**src/rtl/mode_req_guard.sv**
```systemverilog
module mode_req_guard #(
  parameter logic [15:0] UNLOCK = 16'h5AF0
) (
  input  logic        clk,
  input  logic        rst_n,
  input  logic        wr_en,
  input  logic [3:0]  wr_mode,
  input  logic [15:0] wr_key,
  input  logic        clr_en,
  input  logic [5:0]  clr_bits,
  input  logic [15:0] mode_en_i,
  input  logic        lp_fail_i,
  input  logic        done_i,
  input  logic        irq_mask_i,
  output logic        acc_o,
  output logic [3:0]  acc_mode_o,
  output logic [3:0]  cur_mode_o,
  output logic        busy_o,
  output logic [4:0]  cause_o,
  output logic        pend_o,
  output logic        irq_o
);
  localparam logic [3:0] M_RESET = 4'd0, M_SAFE = 4'd2, M_RUN0 = 4'd4,
                         M_HALT = 4'd8, M_STOP = 4'd10;

  function automatic logic is_run(input logic [3:0] m);
    return m[3:2] == 2'b01;
  endfunction

  function automatic logic exists(input logic [3:0] m);
    return m == M_RESET || m == M_SAFE || is_run(m) || m == M_HALT || m == M_STOP;
  endfunction

  function automatic logic legal(input logic [3:0] c, input logic [3:0] t);
    if (is_run(c))                                  return is_run(t) || t == M_HALT || t == M_STOP;
    if (c == M_RESET || c == M_HALT || c == M_STOP) return is_run(t);
    return 1'b0;
  endfunction

  logic       armed;
  logic [3:0] arm_mode, tgt;
  logic [4:0] raw, hit;

  wire keyed     = wr_en && armed && wr_key == ~UNLOCK && wr_mode == arm_mode;
  wire always_ok = wr_mode == M_RESET || wr_mode == M_SAFE;
  wire bypass    = busy_o && (wr_mode == cur_mode_o || wr_mode == tgt);

  assign raw[4] = !always_ok && cur_mode_o == M_SAFE;
  assign raw[3] = !exists(wr_mode);
  assign raw[2] = !always_ok && !mode_en_i[wr_mode];
  assign raw[1] = keyed && !always_ok && (lp_fail_i || (!bypass && !legal(cur_mode_o, wr_mode)));
  assign raw[0] = keyed && !always_ok && busy_o && !bypass;

  always_comb begin
    hit = '0;
    if (wr_en) begin
      if      (raw[4]) hit[4] = 1'b1;
      else if (raw[3]) hit[3] = 1'b1;
      else if (raw[2]) hit[2] = 1'b1;
      else if (raw[1]) hit[1] = 1'b1;
      else if (raw[0]) hit[0] = 1'b1;
    end
  end

  wire accept = keyed && raw == '0;

  always_ff @(posedge clk or negedge rst_n) begin
    if (!rst_n) begin
      armed      <= 1'b0;
      arm_mode   <= '0;
      acc_o      <= 1'b0;
      acc_mode_o <= M_RUN0;
      cur_mode_o <= M_RUN0;
      tgt        <= M_RUN0;
      busy_o     <= 1'b0;
      cause_o    <= '0;
      pend_o     <= 1'b0;
    end else begin
      if (wr_en) begin
        armed    <= wr_key == UNLOCK;
        arm_mode <= wr_mode;
      end
      acc_o <= accept;
      if (done_i && busy_o) begin
        cur_mode_o <= tgt;
        busy_o     <= 1'b0;
      end
      if (accept) begin
        acc_mode_o <= wr_mode;
        tgt        <= wr_mode;
        busy_o     <= 1'b1;
      end
      cause_o <= (cause_o & ~({5{clr_en}} & clr_bits[4:0])) | hit;
      pend_o  <= (pend_o & ~(clr_en & clr_bits[5])) | (|hit);
    end
  end

  assign irq_o = pend_o & irq_mask_i;
endmodule

```
**config.mk**
```make
export PLATFORM = sky130hd
export DESIGN_NAME = mode_req_guard
export DESIGN_NICKNAME = d
export VERILOG_FILES = /design/src/rtl/mode_req_guard.sv
export SDC_FILE = /design/constraint.sdc
export NUM_CORES = 1
export LEC_CHECK = 0
export BUFFER_PORTS_ARGS = -buffer_cell sky130_fd_sc_hd__buf_2
export CORE_ASPECT_RATIO = 0.6
export CORE_MARGIN = 8
export CORE_UTILIZATION = 45
export CTS_BUF_LIST = sky130_fd_sc_hd__clkbuf_4 sky130_fd_sc_hd__clkbuf_8
export DETAILED_ROUTE_END_ITERATION = 12
export PLACE_DENSITY = 0.79
export SYNTH_ARGS = -nofsm -noshare
export SYNTH_HDL_FRONTEND = slang
export SYNTH_SLANG_ARGS = --single-unit
```
**constraint.sdc**
```tcl
create_clock -name clk -period 5.4 [get_ports clk]
set_input_delay 0 -clock clk [delete_from_list [all_inputs] [get_ports clk]]
set_output_delay 0 -clock clk [all_outputs]
set_load 0.02 [all_outputs]
```
==> impl_metrics.yaml <==
pwr:
  p_seq_share_pct: 49.4
  combPwrFrac_pct: 19.1
  intPower_mw: 0.251
  switching_share_pct: 26.3
  total_leakage_power_nw: 0.808
  power_frac_clock_pct: 31.5
  p_total_mw: 0.340
  p_sw_mw: 0.0895
  p_per_area_mw_per_mm2: 204
  ir_worst_vdd_mv: 0.110
timing:
  tightest_slew_ns: 0.722
  fin_crit_ns: 2.33
  slew_headroom_pct: 51.1
  slew_violations: 0
  post-route-worst-setup-slack_ns: 3.07
  fin_crit_sh_pct: 43.1
  fmax_ghz: 0.430
  hold_violations: 0
  fin_setup_tns_ns: 0
  setup_viol: 0
  rsz0062_at_grt: "false"
  worst_clock_skew_ns: 0.00335
synthesis:
  yosys_warnings: 0
  yosys.area.top_type_share_pct: 35.8
  synthDistinctLibCells: 43
  yosys_register_bits: 21
  synth.most_common_cell: "dfrtp_1"
  syn_area_per_cell_um2: 10.6
  synth_cells: 125
  post-synth-top-area-cell: "dfrtp_1"
  synth_seq_area_share_pct: 39.7
  synth-edff-count: 0
  synthFlopType: "dfrtp_1"
  async_reset_ff_share_pct: 100
  syn_area_mm2: 0.00133
  yosys-top-cells-area: "dfrtp_1 36%, mux2_2 11%, xor2_1 5.9%"
  synth_fp_nets: 174
  netlist_top_cells_count: "19 x dfrtp_1, 14 x nand2_1, 13 x mux2_2"
final_layout:
  drive_gt1_share_pct: 43.6
  syn_to_final_growth_pct: 25.4
  fin_nets: 229
  antennaDiodeCount: 0
  fin_util_pct: 58.8
  final_cells: 221
drt:
  wl_met2_mm: 1.60
  drt-total-wl_mm: 3.62
  top_layer: "met4"
  routedWlPerCell_um: 16.4
  vias_per_cell: 5.41
  antenna_left: 0
  drt-initial-drc-count: 60
  post-route-drc-count: 0
  route.met3.wl_um: 316
  drt-met1-wl_mm: 1.63
  via_count: 1196
  first_pass_iters: 6
worst_setup_path:
  cp.arrival_ns: 2.47
  critPathRequiredTime_ns: 5.55
  path_class: "flip-flop to flip-flop"
  rr_startpoint: "cur_mode_o[2]"
  end_kind: "flip-flop"
  startpoint_type: "flip-flop"
  cp_max_fo: 6
  startpoint: "cur_mode_o[2]"
clock_network:
  ctsHtreeMaxLevel: 1
  clock-sinks: 21
  cts_tree: "built"
  cts_buffers: 3
  clkLatencyLatePin_ns: 0.26
  cts_setup_buffers: 0
  clk_pin_slew_ns: 0.07
  root_buffer: "clkbuf_8"
  clock_path_buffers: 2
placement:
  dp_hpwl_mm: 2.99
  dp_cells: 216
  place_congestion: 0.849
  place_ws_ns: 3.11
  port_buffers: 55
global_routing:
  grt_pass1_vias: 1239
  grt_use_total_pct: 14.6
  gr-total-overflow: 0
  grt_start_max_net_pins: 22
  antenna_found_initial: 0
  grt_pass1_wl_mm: 5.85
die:
  start_util_pct: 46.9
  core.rowCount: 15
  die_area_mm2: 0.00500
  die_w_um: 86.2
  core_mm2: 0.00283
  io_pins: 66
  fp.dieH_um: 58.1
min_path:
  min_path_type: "primary input to flip-flop"
  hold_path.startpoint: "done_i"
run:
  cap_violations: 0
status:
  status: "finished clean"
final cells by class:
| cell class | count | area [um2] |
|---|---|---|
| clock buffer | 4 | 48.8 |
| fill | 262 | 1170 |
| inverter | 2 | 7.51 |
| multi-input combinational | 96 | 744 |
| sequential | 21 | 528 |
| tap | 42 | 52.6 |
| timing repair buffer | 56 | 285 |
routing by layer:
| layer | vias to the layer above | track usage (%) |
|---|---|---|
| met1 | 550 | 17.7 |
| li1 | 578 | - |
| met2 | 58 | 23.3 |
| met5 | - | 0 |
| met3 | 10 | 5.77 |
| met4 | 0 | 4.46 |
sequential cells by signal, indices dropped and copies added, names as in the netlist:
name / count
acc_mode_o: 4
acc_o: 1
arm_mode: 4
armed: 1
busy_o: 1
cause_o: 5
cur_mode_o: 4
pend_o: 1
timing repair:
| action | CTS | global route |
|---|---|---|
| hold buffers | 1 | 0 |
| endpoints found under the hold margin | 19 | 0 |
| gates resized for setup | 0 | 0 |
power by group through the flow:
stage | sequential [mW] | combinational, mW | clock [mW]
floorplan | 0.174 | 0.0342 | 0
global placement | 0.170 | 0.0617 | 0
detailed placement | 0.171 | 0.0644 | 0
CTS | 0.168 | 0.0653 | 0.110
global route | 0.169 | 0.0716 | 0.116
finish | 0.168 | 0.0650 | 0.107
cell usage in the layout, fill, tap and decap left out, drive strengths merged, types with 2 or more instances in the layout:
cell type | synthesis | layout
nand2 | 14 | 14
dfrtp | 19 | 19
nor2 | 3 | 3
xnor2 | 3 | 3
nor3 | 2 | 2
nor2b | 3 | 3
nand3 | 3 | 3
a21oi | 2 | 2
clkbuf | 0 | 4
xor2 | 9 | 9
buf | 6 | 55
nor4b | 2 | 2
nor4 | 4 | 4
a2111oi | 2 | 2
o31ai | 2 | 2
mux2 | 13 | 13
inv | 2 | 2
nor4bb | 2 | 2
nand4bb | 2 | 2
and3 | 2 | 2
o21ai | 8 | 8
dfstp | 2 | 2
a31oi | 2 | 2
nand4 | 2 | 2
stage by stage:
step                      cell area (um2)  hold WS, ns
final                                1670       0.0202
after global routing                 1670       0.0317
after CTS                            1670       0.0169
after detailed placement             1610      -0.0198
after global placement               1610      -0.0278
after floorplan                      1330       -0.296
critical path: stages, from the launching register on:
cell,delay (ns)
dfstp_2,0.59
xor2_1,0.09
nor4_2,0.32
o21ai_1,0.21
a2111oi_4,0.59
mux2_2,0.40
path summary, 6_finish.rpt:
check	slack [ns]	depth (start not counted)	endpoint
worst max-delay path	3.07	5	acc_mode_o[0]
worst min-delay path	0.02	3	busy_o
worst max register to register	3.07	5	acc_mode_o[0]
worst min register to register	0.48	2	cause_o[4]
max in group asynchronous	4.84	2	acc_mode_o[2]
min in group asynchronous	0.22	2	busy_o
logic make-up after synthesis:
kind of cell,after synthesis,share of synthesized area (%)
muxes,15,13.5
and+or+nand+nor,46,21.7
xor gates and xnor gates,12,7.91
DFF,21,39.7
AOI/OAI and AO/OA,23,13.0
buffers and inverters,8,4.24
Note: power is estimated with default switching activity, not from simulation.
